**src/rtl/ifu_pkg.sv**
```systemverilog
`timescale 1ns/1ps
package ifu_pkg;

    // Memory request kinds carried on mreq_kind
    typedef enum logic [1:0] {
        REQ_SEQ    = 2'b00,
        REQ_BRANCH = 2'b01,
        REQ_DATA   = 2'b10
    } req_kind_e;

    // Outstanding-request state of the issuer
    typedef enum logic [1:0] {
        ST_IDLE,
        ST_SEQ,
        ST_BRA,
        ST_DAT
    } issue_state_e;

    // Source chosen for the next slot
    typedef enum logic [1:0] {
        SEL_NONE,
        SEL_BRANCH,
        SEL_DATA,
        SEL_SEQ
    } slot_sel_e;

endpackage

```
**src/rtl/ifu_pcq.sv**
```systemverilog
`timescale 1ns/1ps
module ifu_pcq #(
    parameter int DW    = 33,
    parameter int DEPTH = 4
) (
    input  logic          clk,
    input  logic          rst_n,
    input  logic          push,
    input  logic [DW-1:0] push_data,
    input  logic          pop,
    output logic [DW-1:0] head,
    output logic          valid,
    output logic          full
);
    localparam int PW = (DEPTH > 1) ? $clog2(DEPTH) : 1;
    localparam int CW = $clog2(DEPTH + 1);
    localparam logic [PW-1:0] LAST = PW'(DEPTH - 1);
    localparam logic [CW-1:0] CAP  = CW'(DEPTH);

    logic [DW-1:0] slot_q [DEPTH];
    logic [PW-1:0] wr_ptr_q, rd_ptr_q;
    logic [CW-1:0] count_q;
    logic          do_push, do_pop;

    assign full    = (count_q == CAP);
    assign valid   = (count_q != '0);
    assign do_push = push && !full;
    assign do_pop  = pop && valid;
    assign head    = slot_q[rd_ptr_q];

    // One register per entry, written when the write pointer selects it
    for (genvar i = 0; i < DEPTH; i++) begin : g_slot
        always_ff @(posedge clk) begin
            if (do_push && (wr_ptr_q == PW'(i))) begin
                slot_q[i] <= push_data;
            end
        end
    end

    always_ff @(posedge clk or negedge rst_n) begin
        if (!rst_n) begin
            wr_ptr_q <= '0;
            rd_ptr_q <= '0;
            count_q  <= '0;
        end else begin
            if (do_push) begin
                wr_ptr_q <= (wr_ptr_q == LAST) ? '0 : wr_ptr_q + 1'b1;
            end
            if (do_pop) begin
                rd_ptr_q <= (rd_ptr_q == LAST) ? '0 : rd_ptr_q + 1'b1;
            end
            count_q <= count_q + CW'(do_push) - CW'(do_pop);
        end
    end

endmodule

```
**src/rtl/ifu_issue.sv**
```systemverilog
`timescale 1ns/1ps
module ifu_issue
    import ifu_pkg::*;
#(
    parameter int                ADDR_W    = 32,
    parameter logic [ADDR_W-1:0] RESET_VEC = '0,
    parameter int                STEP      = 4
) (
    input  logic              clk,
    input  logic              rst_n,
    input  logic              ex_valid,
    input  logic              ex_is_branch,
    input  logic [ADDR_W-1:0] ex_addr,
    output logic              ex_ready,
    input  logic              mreq_ready,
    output logic              mreq_valid,
    output logic [ADDR_W-1:0] mreq_addr,
    output req_kind_e         mreq_kind,
    output logic              mreq_color,
    input  logic              pcq_full,
    output logic              pcq_push,
    output logic [ADDR_W-1:0] pcq_push_pc,
    output logic              pcq_push_color,
    output logic              cur_color
);
    localparam logic [ADDR_W-1:0] STEP_V = ADDR_W'(STEP);

    issue_state_e      state_q, state_d;
    slot_sel_e         sel;
    logic [ADDR_W-1:0] pc_q, addr_q;
    logic              color_q, req_color_q;
    logic              can_load;

    // A slot is free when idle or when memory takes the outstanding request
    assign can_load = (state_q == ST_IDLE) || mreq_ready;

    // Slot selection: branch, then data, then sequential prefetch
    always_comb begin
        sel = SEL_NONE;
        if (can_load) begin
            if (ex_valid) begin
                if (ex_is_branch) begin
                    if (!pcq_full) sel = SEL_BRANCH;
                end else begin
                    sel = SEL_DATA;
                end
            end else if (!pcq_full) begin
                sel = SEL_SEQ;
            end
        end
    end

    always_comb begin
        unique case (sel)
            SEL_BRANCH: state_d = ST_BRA;
            SEL_DATA:   state_d = ST_DAT;
            SEL_SEQ:    state_d = ST_SEQ;
            default:    state_d = can_load ? ST_IDLE : state_q;
        endcase
    end

    // State register
    always_ff @(posedge clk or negedge rst_n) begin
        if (!rst_n) state_q <= ST_IDLE;
        else        state_q <= state_d;
    end

    // Outputs decoded from the state
    always_comb begin
        unique case (state_q)
            ST_IDLE: begin mreq_valid = 1'b0; mreq_kind = REQ_SEQ;    end
            ST_SEQ:  begin mreq_valid = 1'b1; mreq_kind = REQ_SEQ;    end
            ST_BRA:  begin mreq_valid = 1'b1; mreq_kind = REQ_BRANCH; end
            ST_DAT:  begin mreq_valid = 1'b1; mreq_kind = REQ_DATA;   end
            default: begin mreq_valid = 1'b0; mreq_kind = REQ_SEQ;    end
        endcase
    end

    // Request address, program counter and flush colour
    always_ff @(posedge clk or negedge rst_n) begin
        if (!rst_n) begin
            pc_q        <= RESET_VEC;
            addr_q      <= RESET_VEC;
            color_q     <= 1'b0;
            req_color_q <= 1'b0;
        end else begin
            unique case (sel)
                SEL_BRANCH: begin
                    addr_q      <= ex_addr;
                    pc_q        <= ex_addr + STEP_V;
                    color_q     <= ~color_q;
                    req_color_q <= ~color_q;
                end
                SEL_DATA: begin
                    addr_q      <= ex_addr;
                    req_color_q <= color_q;
                end
                SEL_SEQ: begin
                    addr_q      <= pc_q;
                    pc_q        <= pc_q + STEP_V;
                    req_color_q <= color_q;
                end
                default: ;
            endcase
        end
    end

    assign ex_ready       = (sel == SEL_BRANCH) || (sel == SEL_DATA);
    assign mreq_addr      = addr_q;
    assign mreq_color     = req_color_q;
    assign cur_color      = color_q;
    assign pcq_push       = (sel == SEL_BRANCH) || (sel == SEL_SEQ);
    assign pcq_push_pc    = (sel == SEL_BRANCH) ? ex_addr : pc_q;
    assign pcq_push_color = (sel == SEL_BRANCH) ? ~color_q : color_q;

endmodule

```
**src/rtl/ifetch_addr_unit.sv**
```systemverilog
`timescale 1ns/1ps
module ifetch_addr_unit
    import ifu_pkg::*;
#(
    parameter int                ADDR_W    = 32,
    parameter logic [ADDR_W-1:0] RESET_VEC = 32'h0000_0100,
    parameter int                PCQ_DEPTH = 4,
    parameter int                IQ_DEPTH  = 8
) (
    input  logic              clk,
    input  logic              rst_n,
    input  logic              ex_valid,
    output logic              ex_ready,
    input  logic              ex_is_branch,
    input  logic [ADDR_W-1:0] ex_addr,
    output logic              mreq_valid,
    input  logic              mreq_ready,
    output logic [ADDR_W-1:0] mreq_addr,
    output logic [1:0]        mreq_kind,
    output logic              mreq_color,
    output logic              pcq_valid,
    input  logic              pcq_ready,
    output logic [ADDR_W-1:0] pcq_pc,
    output logic [ADDR_W-1:0] pcq_r15,
    output logic              pcq_color,
    output logic              cur_color
);
    localparam int                FETCH_BYTES = 4;
    localparam logic [ADDR_W-1:0] R15_OFS     = ADDR_W'(2 * FETCH_BYTES);
    localparam int                ENTRY_W     = ADDR_W + 1;

    if (IQ_DEPTH < PCQ_DEPTH + 3) begin : g_depth_bad
        $error("instruction queue depth must exceed PC queue depth by at least 3");
    end

    req_kind_e         kind;
    logic              pcq_full;
    logic              push, push_color;
    logic [ADDR_W-1:0] push_pc;
    logic [ENTRY_W-1:0] head;

    ifu_issue #(
        .ADDR_W   (ADDR_W),
        .RESET_VEC(RESET_VEC),
        .STEP     (FETCH_BYTES)
    ) u_issue (
        .clk           (clk),
        .rst_n         (rst_n),
        .ex_valid      (ex_valid),
        .ex_is_branch  (ex_is_branch),
        .ex_addr       (ex_addr),
        .ex_ready      (ex_ready),
        .mreq_ready    (mreq_ready),
        .mreq_valid    (mreq_valid),
        .mreq_addr     (mreq_addr),
        .mreq_kind     (kind),
        .mreq_color    (mreq_color),
        .pcq_full      (pcq_full),
        .pcq_push      (push),
        .pcq_push_pc   (push_pc),
        .pcq_push_color(push_color),
        .cur_color     (cur_color)
    );

    ifu_pcq #(
        .DW   (ENTRY_W),
        .DEPTH(PCQ_DEPTH)
    ) u_pcq (
        .clk      (clk),
        .rst_n    (rst_n),
        .push     (push),
        .push_data({push_color, push_pc}),
        .pop      (pcq_ready),
        .head     (head),
        .valid    (pcq_valid),
        .full     (pcq_full)
    );

    assign mreq_kind = kind;
    assign pcq_pc    = head[ADDR_W-1:0];
    assign pcq_color = head[ADDR_W];
    assign pcq_r15   = head[ADDR_W-1:0] + R15_OFS;

endmodule

```
**config.mk**
```make
export PLATFORM = sky130hd
export DESIGN_NAME = ifetch_addr_unit
export DESIGN_NICKNAME = d
export VERILOG_FILES = /design/src/rtl/ifu_pkg.sv /design/src/rtl/ifu_pcq.sv /design/src/rtl/ifu_issue.sv /design/src/rtl/ifetch_addr_unit.sv
export SDC_FILE = /design/constraint.sdc
export NUM_CORES = 1
export LEC_CHECK = 0
export ABC_AREA = 1
export BUFFER_PORTS_ARGS = -buffer_cell sky130_fd_sc_hd__buf_2
export CAP_MARGIN = 20
export CORE_ASPECT_RATIO = 0.6
export CORE_UTILIZATION = 59
export CTS_CLUSTER_SIZE = 10
export DETAILED_ROUTE_END_ITERATION = 12
export PLACE_DENSITY = 0.9
export SETUP_SLACK_MARGIN = 0.4
export SKIP_LAST_GASP = 1
export SLEW_MARGIN = 20
export SYNTH_ARGS = -nofsm -noshare
export SYNTH_HDL_FRONTEND = slang
export SYNTH_SLANG_ARGS = --single-unit
```
**constraint.sdc**
```tcl
create_clock -name clk -period 4.1 [get_ports clk]
set_input_delay 0.82 -clock clk [delete_from_list [all_inputs] [get_ports clk]]
set_output_delay 0.82 -clock clk [all_outputs]
set_load 0.005 [all_outputs]
```
==> results of run 1 <==
-- logic make-up after synthesis --
family | count (synthesis) | share of synthesized area
AO/OA/AOI/OAI | 121 | 0.0589
XOR/XNOR | 23 | 0.0179
adder cells (fa/ha/maj) | 14 | 0.0162
buffers and inverters | 177 | 0.0724
flip-flops | 207 | 0.519
multiplexers | 7 | 0.00700
AND/OR/NAND/NOR | 824 | 0.309
-- sequential cells by signal, summed over array words and instances (netlist names) --
register / count
u_issue.mreq_addr: 32
u_issue.pc_q: 32
u_pcq.count_q: 3
u_issue.cur_color: 1
u_pcq.wr_ptr_q: 2
u_issue.mreq_color: 1
u_issue.state_q: 2
u_pcq.rd_ptr_q: 2
u_pcq.slot_q: 132
-- critical path: stages (launching register included) --
cell and delay (ns):
dfrtp_2 0.44, buf_12 0.15, clkinv_8 0.13, nand2_1 0.11, nand2_1 0.07, nand2_1 0.04, nand2_1 0.15, ha_1 0.33
nand2_2 0.18, nor2_2 0.27, nand2_1 0.11, xor2_1 0.15, buf_2 0.13
-- metal layers --
metal,global-route usage,vias up,share of wire
met5,0,-,0
met4,0.0958,0,0.027
met3,0.0665,84,0.11
met2,0.505,545,0.46
met1,0.418,4676,0.41
li1,-,4664,-
-- what timing repair did --
action / in CTS / in global routing
gates cloned: 0 / 1
endpoints found under the setup margin: 19 / 22
gates resized for setup: 2 / 13
setup buffers: 0 / 2
-- power by group through the flow --
stage / logic (W) / clock network (W) / registers, W
floorplan: 0.00335 / 0 / 0.00354
global placement: 0.00482 / 0 / 0.00356
detailed placement: 0.00499 / 0 / 0.00360
CTS: 0.00506 / 0.00195 / 0.00356
global route: 0.00583 / 0.00204 / 0.00364
finish: 0.00525 / 0.00194 / 0.00358
-- path summary, 6_finish.rpt --
kind	cells after the start	end	start
setup / recovery	12	pcq_r15[17]	u_pcq.rd_ptr_q[0]
max in group asynchronous	1	u_pcq.rd_ptr_q[0]	rst_n
setup reg to reg	15	u_issue.pc_q[26]	u_pcq.count_q[1]
hold reg to reg	2	u_issue.mreq_addr[22]	u_issue.mreq_addr[22]
min in group clk	2	u_issue.mreq_addr[22]	u_issue.mreq_addr[22]
hold / removal	1	u_issue.state_q[1]	rst_n
-- metrics by stage --
step	utilization	cells	area, µm²
6_report	0.701	1759	12900
5_1_grt	0.701	1759	12900
4_1_cts	0.695	1756	12800
3_5_place_dp	0.657	1713	12100
3_3_place_gp	0.657	1713	12100
2_1_floorplan	-	1373	11300
-- area by class of cell --
type                    instances  share of cell area
clock inverters                 1            0.000389
clock buffers                  42              0.0536
repair inverters                1            0.000681
flip-flops and latches        207               0.455
well taps                     240              0.0234
repair buffers                157              0.0696
multi-input cells             989               0.361
inverters                     122              0.0366
-- cell usage after synthesis (all sizes together) --
library cell	count
nand2	573
edfxtp	132
nor2	129
inv	120
nand3	104
o21ai	98
dfrtp	73
buf	36
xor2	21
clkbuf	19
a21oi	15
ha	13
nand4	9
mux2	7
o22ai	5
nor3	4
a31oi	2
clkinv	2
dfstp	2
nand3b	2
or2	2
xnor2	2
a32oi	1
and2	1
fa	1
==> key figures, run 1 <==
Cells and area
  – Multi-input logic area: 4650 µm²
  – Share of cells above drive strength 1: 0.192
  – Layout area overhead: 14.2%
  – Nets@finish: 1554
  – Antenna diode count: 0
  – Most frequent cells in the layout: 534 x nand2_1, 140 x buf_2, 132 x edfxtp_1, 111 x inv_1, 103 x nand3_1
  – Most common cell after layout, fill and taps aside: nand2_1
  – Filler cells: 1414
  – Register Area: 5840 µm²

STA
  – Final min period: 3.62 ns
  – Setup_tns: 0 ns
  – Skew final: 0.0158 ns
  – Setup WS post-layout: 0.477 ns
  – Final hold violations: 0
  – Tightest Pin Transition: 0.952 ns
  – Slew Limit Fails: 0
  – RSZ-0062 raised after global routing: no
  – Max frequency: 276 MHz
  – Final Setup Violations: 0
  – Rel. slew slack: 0.365
  – Final worst path period share: 0.884
  – Fin Hold WS: 0.460 ns

Synthesis
  – Synth Cell Area: 11300 µm²
  – Syn Nets: 1425
  – Biggest area consumer among synthesized cells: edfxtp_1
  – Mapped Cells: 1373
  – Seq/Total Area, Yosys: 0.519
  – Syn avg cell area: 8.20 µm²
  – Post-synth cell types: 42
  – Top cell type's share of synthesized area: 0.352
  – Synth warn: 0
  – Synth top area cells: edfxtp_1 35%, nand2_1 18%, dfrtp_1 16%
  – Yosys reg bits: 207

Global route
  – First-pass GRT wire length: 47400 µm
  – Initial antenna violation count: 0
  – Largest net degree at the start of global routing: 76
  – GRT Util Overall: 0.309
  – GRT overflow: 0
  – Vias in the first global route: 9414

Floorplan
  – Die W: 180 µm
  – Die Ht: 109 µm
  – Ports: 142
  – Starting Density: 0.614
  – Core Area: 18400 µm²
  – Die ar.: 19700 µm²
  – Row count: 38

Clock network
  – Clock sinks: 207
  – Clk slew on worst S/H paths: 0.06 ns
  – Hold_buf cts: 0
  – H-tree depth: 1
  – Clk buf depth: 3
  – Clk root buf: clkbuf_16
  – CTS tree: done
  – Clk_lat worst skew: 0.52 ns
  – Number of buffers created by CTS: 24

Critical path
  – Crit path DAT: 2.80 ns
  – CP Capture Type: primary output
  – Critical Path Fanout Max: 34
  – WP data required: 3.28 ns
  – Kind of critical path: flop to primary output
  – Reg2reg setup slack: 0.78 ns
  – CP Launch Type: flop

Power
  – Pwr dens: 837 nW/µm²
  – Logic pwr share: 0.487
  – Flop pwr share: 0.332
  – Maximum VDD drop: 0.000523 V
  – Net Sw Frac: 0.439
  – NetSw: 0.00472 W
  – Int Power: 0.00604 W
  – Total power: 0.0108 W
  – Leak Pwr: 5.87 nW
  – Clock group share of total power: 0.181

Detailed routing
  – Remaining routing DRC violations: 0
  – DR pass1 iterations: 6
  – Vias per cell: 5.67
  – Remaining antenna violation count after routing: 0
  – Total Wirelength: 30200 µm
  – Wire per inst: 17.2 µm
  – Via count: 9969
  – Initial DRC Count: 1148

Worst hold path
  – Worst min path class: primary input to async pin

Status
  – Status: finished clean

Run
  – Max_cap viols: 0

Placed design
  – IO Port Bufs: 141
  – Gpl congestion: 0.946
  – Place WS: 0.739 ns
  – Post-DP HPWL: 20700 µm
Note: power is estimated with default switching activity, not from simulation.
==> run 2, diff against run 1 <==
--- a/config.mk
+++ b/config.mk
@@ -5,14 +5,13 @@
 export SDC_FILE = /design/constraint.sdc
 export NUM_CORES = 1
 export LEC_CHECK = 0
-export ABC_AREA = 1
 export BUFFER_PORTS_ARGS = -buffer_cell sky130_fd_sc_hd__buf_2
 export CAP_MARGIN = 20
 export CORE_ASPECT_RATIO = 0.6
-export CORE_UTILIZATION = 59
+export CORE_UTILIZATION = 58
 export CTS_CLUSTER_SIZE = 10
 export DETAILED_ROUTE_END_ITERATION = 12
-export PLACE_DENSITY = 0.9
+export PLACE_DENSITY = 0.89
 export SETUP_SLACK_MARGIN = 0.4
 export SKIP_LAST_GASP = 1
 export SLEW_MARGIN = 20
==> run 2 against run 1 <==
Combinational power decreased by 19%. Core utilization increased by 0.88 points. Critical endpoint is now pcq_r15[28]. Setup slack lost 0.0018 ns. Highest routed layer unchanged. Global-route usage down 2.7 points.
==> key figures, run 2 <==
Floorplan
  – Die W: 175 µm
  – Ports: 142
  – Core Area: 17400 µm²
  – Die ar.: 18600 µm²
  – Die Ht: 106 µm
  – Starting Density: 0.601
  – Row count: 37

Clock network
  – H-tree depth: 1
  – Clock sinks: 207
  – Hold_buf cts: 0
  – CTS tree: done
  – Number of buffers created by CTS: 24
  – Clk buf depth: 3
  – Clk root buf: clkbuf_16
  – Clk_lat worst skew: 0.51 ns
  – Clk slew on worst S/H paths: 0.06 ns

Power
  – Clock group share of total power: 0.193
  – Net Sw Frac: 0.368
  – Total power: 0.00992 W
  – Int Power: 0.00627 W
  – Maximum VDD drop: 0.000524 V
  – Flop pwr share: 0.378
  – Logic pwr share: 0.428
  – Leak Pwr: 4.76 nW
  – Pwr dens: 803 nW/µm²
  – NetSw: 0.00365 W

Critical path
  – Slowest cell on the critical path: dfrtp_4
  – Reg2reg setup slack: 0.62 ns
  – Critical-path cell list: buf_4, mux4_2, nand4_1, nor2_2, nand3_1, nor3_4, xnor2_1, buf_2
  – CP Capture Type: primary output
  – Kind of critical path: flop to primary output
  – CP Launch Type: flop
  – CP peak stage delay: 0.53 ns
  – Critical Path Fanout Max: 6
  – Crit path DAT: 2.81 ns
  – WP data required: 3.28 ns

Detailed routing
  – Via count: 7487
  – Remaining routing DRC violations: 0
  – DR pass1 iterations: 6
  – Total Wirelength: 25700 µm
  – Vias per cell: 6.18
  – Remaining antenna violation count after routing: 0
  – Initial DRC Count: 936
  – Wire per inst: 21.2 µm

Cells and area
  – Most flops, register: u_pcq.slot_q
  – Most frequent cells in the layout: 140 x buf_2, 132 x edfxtp_1, 72 x dfrtp_1, 69 x nand2_1, 50 x o21ai_0
  – Register Area: 5850 µm²
  – Final Util: 0.709
  – Most common cell after layout, fill and taps aside: buf_2
  – Filler cells: 1174
  – Largest register FFs: 132
  – Final non-filler cell area: 12300 µm²
  – Share of cells above drive strength 1: 0.335
  – Post-route insts no fill: 1212
  – Layout area overhead: 18.0%
  – Multi-input logic area: 4410 µm²
  – Nets@finish: 1012

Global route
  – Largest net degree at the start of global routing: 76
  – Initial antenna violation count: 1
  – GRT overflow: 0
  – GRT Util Overall: 0.282
  – First-pass GRT wire length: 40100 µm
  – Vias in the first global route: 7175

STA
  – Setup_tns: 0 ns
  – Tightest Pin Transition: 0.988 ns
  – Slew Limit Fails: 0
  – Final worst path period share: 0.884
  – Rel. slew slack: 0.341
  – Final min period: 3.63 ns
  – Final Setup Violations: 0
  – Skew final: 0.0150 ns
  – Max frequency: 276 MHz
  – Final hold violations: 0
  – RSZ-0062 raised after global routing: yes

Synthesis
  – Top cell type's share of synthesized area: 0.379
  – Synth top area cells: edfxtp_1 38%, dfrtp_1 17%, mux4_2 7.1%
  – Top-count cell post-synth: edfxtp_1
  – Synth Cell Area: 10500 µm²
  – Ys flop type: edfxtp_1
  – Post-synth cell types: 71
  – Fraction of registers with async set/reset: 0.362
  – Synth warn: 0
  – Syn Nets: 859
  – EDFF count, synth: 132
  – Seq/Total Area, Yosys: 0.558
  – Yosys reg bits: 207
  – Biggest area consumer among synthesized cells: edfxtp_1
  – Post-synth top cells: 132 x edfxtp_1, 73 x dfrtp_1, 71 x nand2_1
  – Mapped Cells: 807
  – Syn avg cell area: 13.0 µm²

Placed design
  – Post-DP Area: 11400 µm²
  – Gpl congestion: 0.951
  – Placed cells: 1154
  – IO Port Bufs: 141
  – Post-DP HPWL: 17000 µm

Worst hold path
  – Worst min path class: primary input to async pin

Run
  – Max_cap viols: 0

Status
  – Status: finished clean
run 2: cell types whose count changed after synthesis, sizes merged, moves of 11 or more:
cell    delta
nand3b    +14
buf       -11
mux4      +33
nand2    -501
xnor2     +32
nor2      -98
mux2i     +35
inv       -99
mux2      +36
nand3     -65
o21ai     -45
a22oi     +13
run 2: cell type report:
type                    count  area share
flip-flops and latches    207       0.473
multi-input cells         527       0.357
repair buffers            179      0.0824
clock buffers              42      0.0558
well taps                 234      0.0237
inverters                  21     0.00659
clock inverters             1    0.000405
diodes                      1    0.000203
run 2: worst paths after layout:
kind,start,end,cells past startpoint
worst max register to register,u_issue.state_q[1],u_issue.pc_q[30],11
worst max-delay path,u_pcq.rd_ptr_q[0],pcq_r15[28],8
min in group clk,u_issue.mreq_addr[6],u_issue.mreq_addr[6],2
max in group asynchronous,rst_n,u_pcq.rd_ptr_q[0],1
worst min-delay path,rst_n,u_issue.mreq_addr[11],1
worst min register to register,u_issue.mreq_addr[6],u_issue.mreq_addr[6],2
run 2: layer usage:
layer | vias up | track usage | part of all wire
met2 | 415 | 0.434 | 0.46
met5 | - | 0 | 0
met1 | 3688 | 0.414 | 0.43
met4 | 0 | 0.0814 | 0.023
li1 | 3339 | - | -
met3 | 45 | 0.0501 | 0.087
run 2: repair_timing:
item / in CTS / in global routing
endpoints found under the setup margin: 18 / 22
setup buffers: 8 / 6
cloned: 0 / 0
pin swaps: 2 / 7
resized for setup: 7 / 17
run 2: logic make-up after synthesis:
logic type                 count (synthesis)  share of synthesized area
and+or+nand+nor                          228                      0.118
buffers and inverters                     73                     0.0354
DFF                                      207                      0.558
xor gates and xnor gates                  57                     0.0477
adders and majority gates                 14                     0.0175
AOI/OAI and AO/OA                        117                     0.0720
muxes                                    111                      0.151
run 2: critical path: cells and delay by family, from the launching register on:
| kind | cells | cell delay [ns] |
|---|---|---|
| XOR/XNOR | 1 | 0.16 |
| buffers and inverters | 2 | 0.36 |
| flip-flops | 1 | 0.53 |
| multiplexers | 1 | 0.44 |
| AND/OR/NAND/NOR | 4 | 0.81 |
run 2: power by group through the flow:
stage                     clock, W  sequential, W  combinational (W)
after CTS                  0.00194        0.00373            0.00412
final                      0.00192        0.00375            0.00425
after global placement           0        0.00374            0.00385
after floorplan                  0        0.00357            0.00275
after global routing       0.00203        0.00382            0.00462
after detailed placement         0        0.00378            0.00398
run 2: stage by stage:
stage	setup WS [ns]	hold WS, ns
after global placement	0.337	0.461
after global routing	0.316	0.501
after CTS	0.403	0.483
final	0.475	0.458
after floorplan	0.0255	0.467
after detailed placement	0.199	0.469
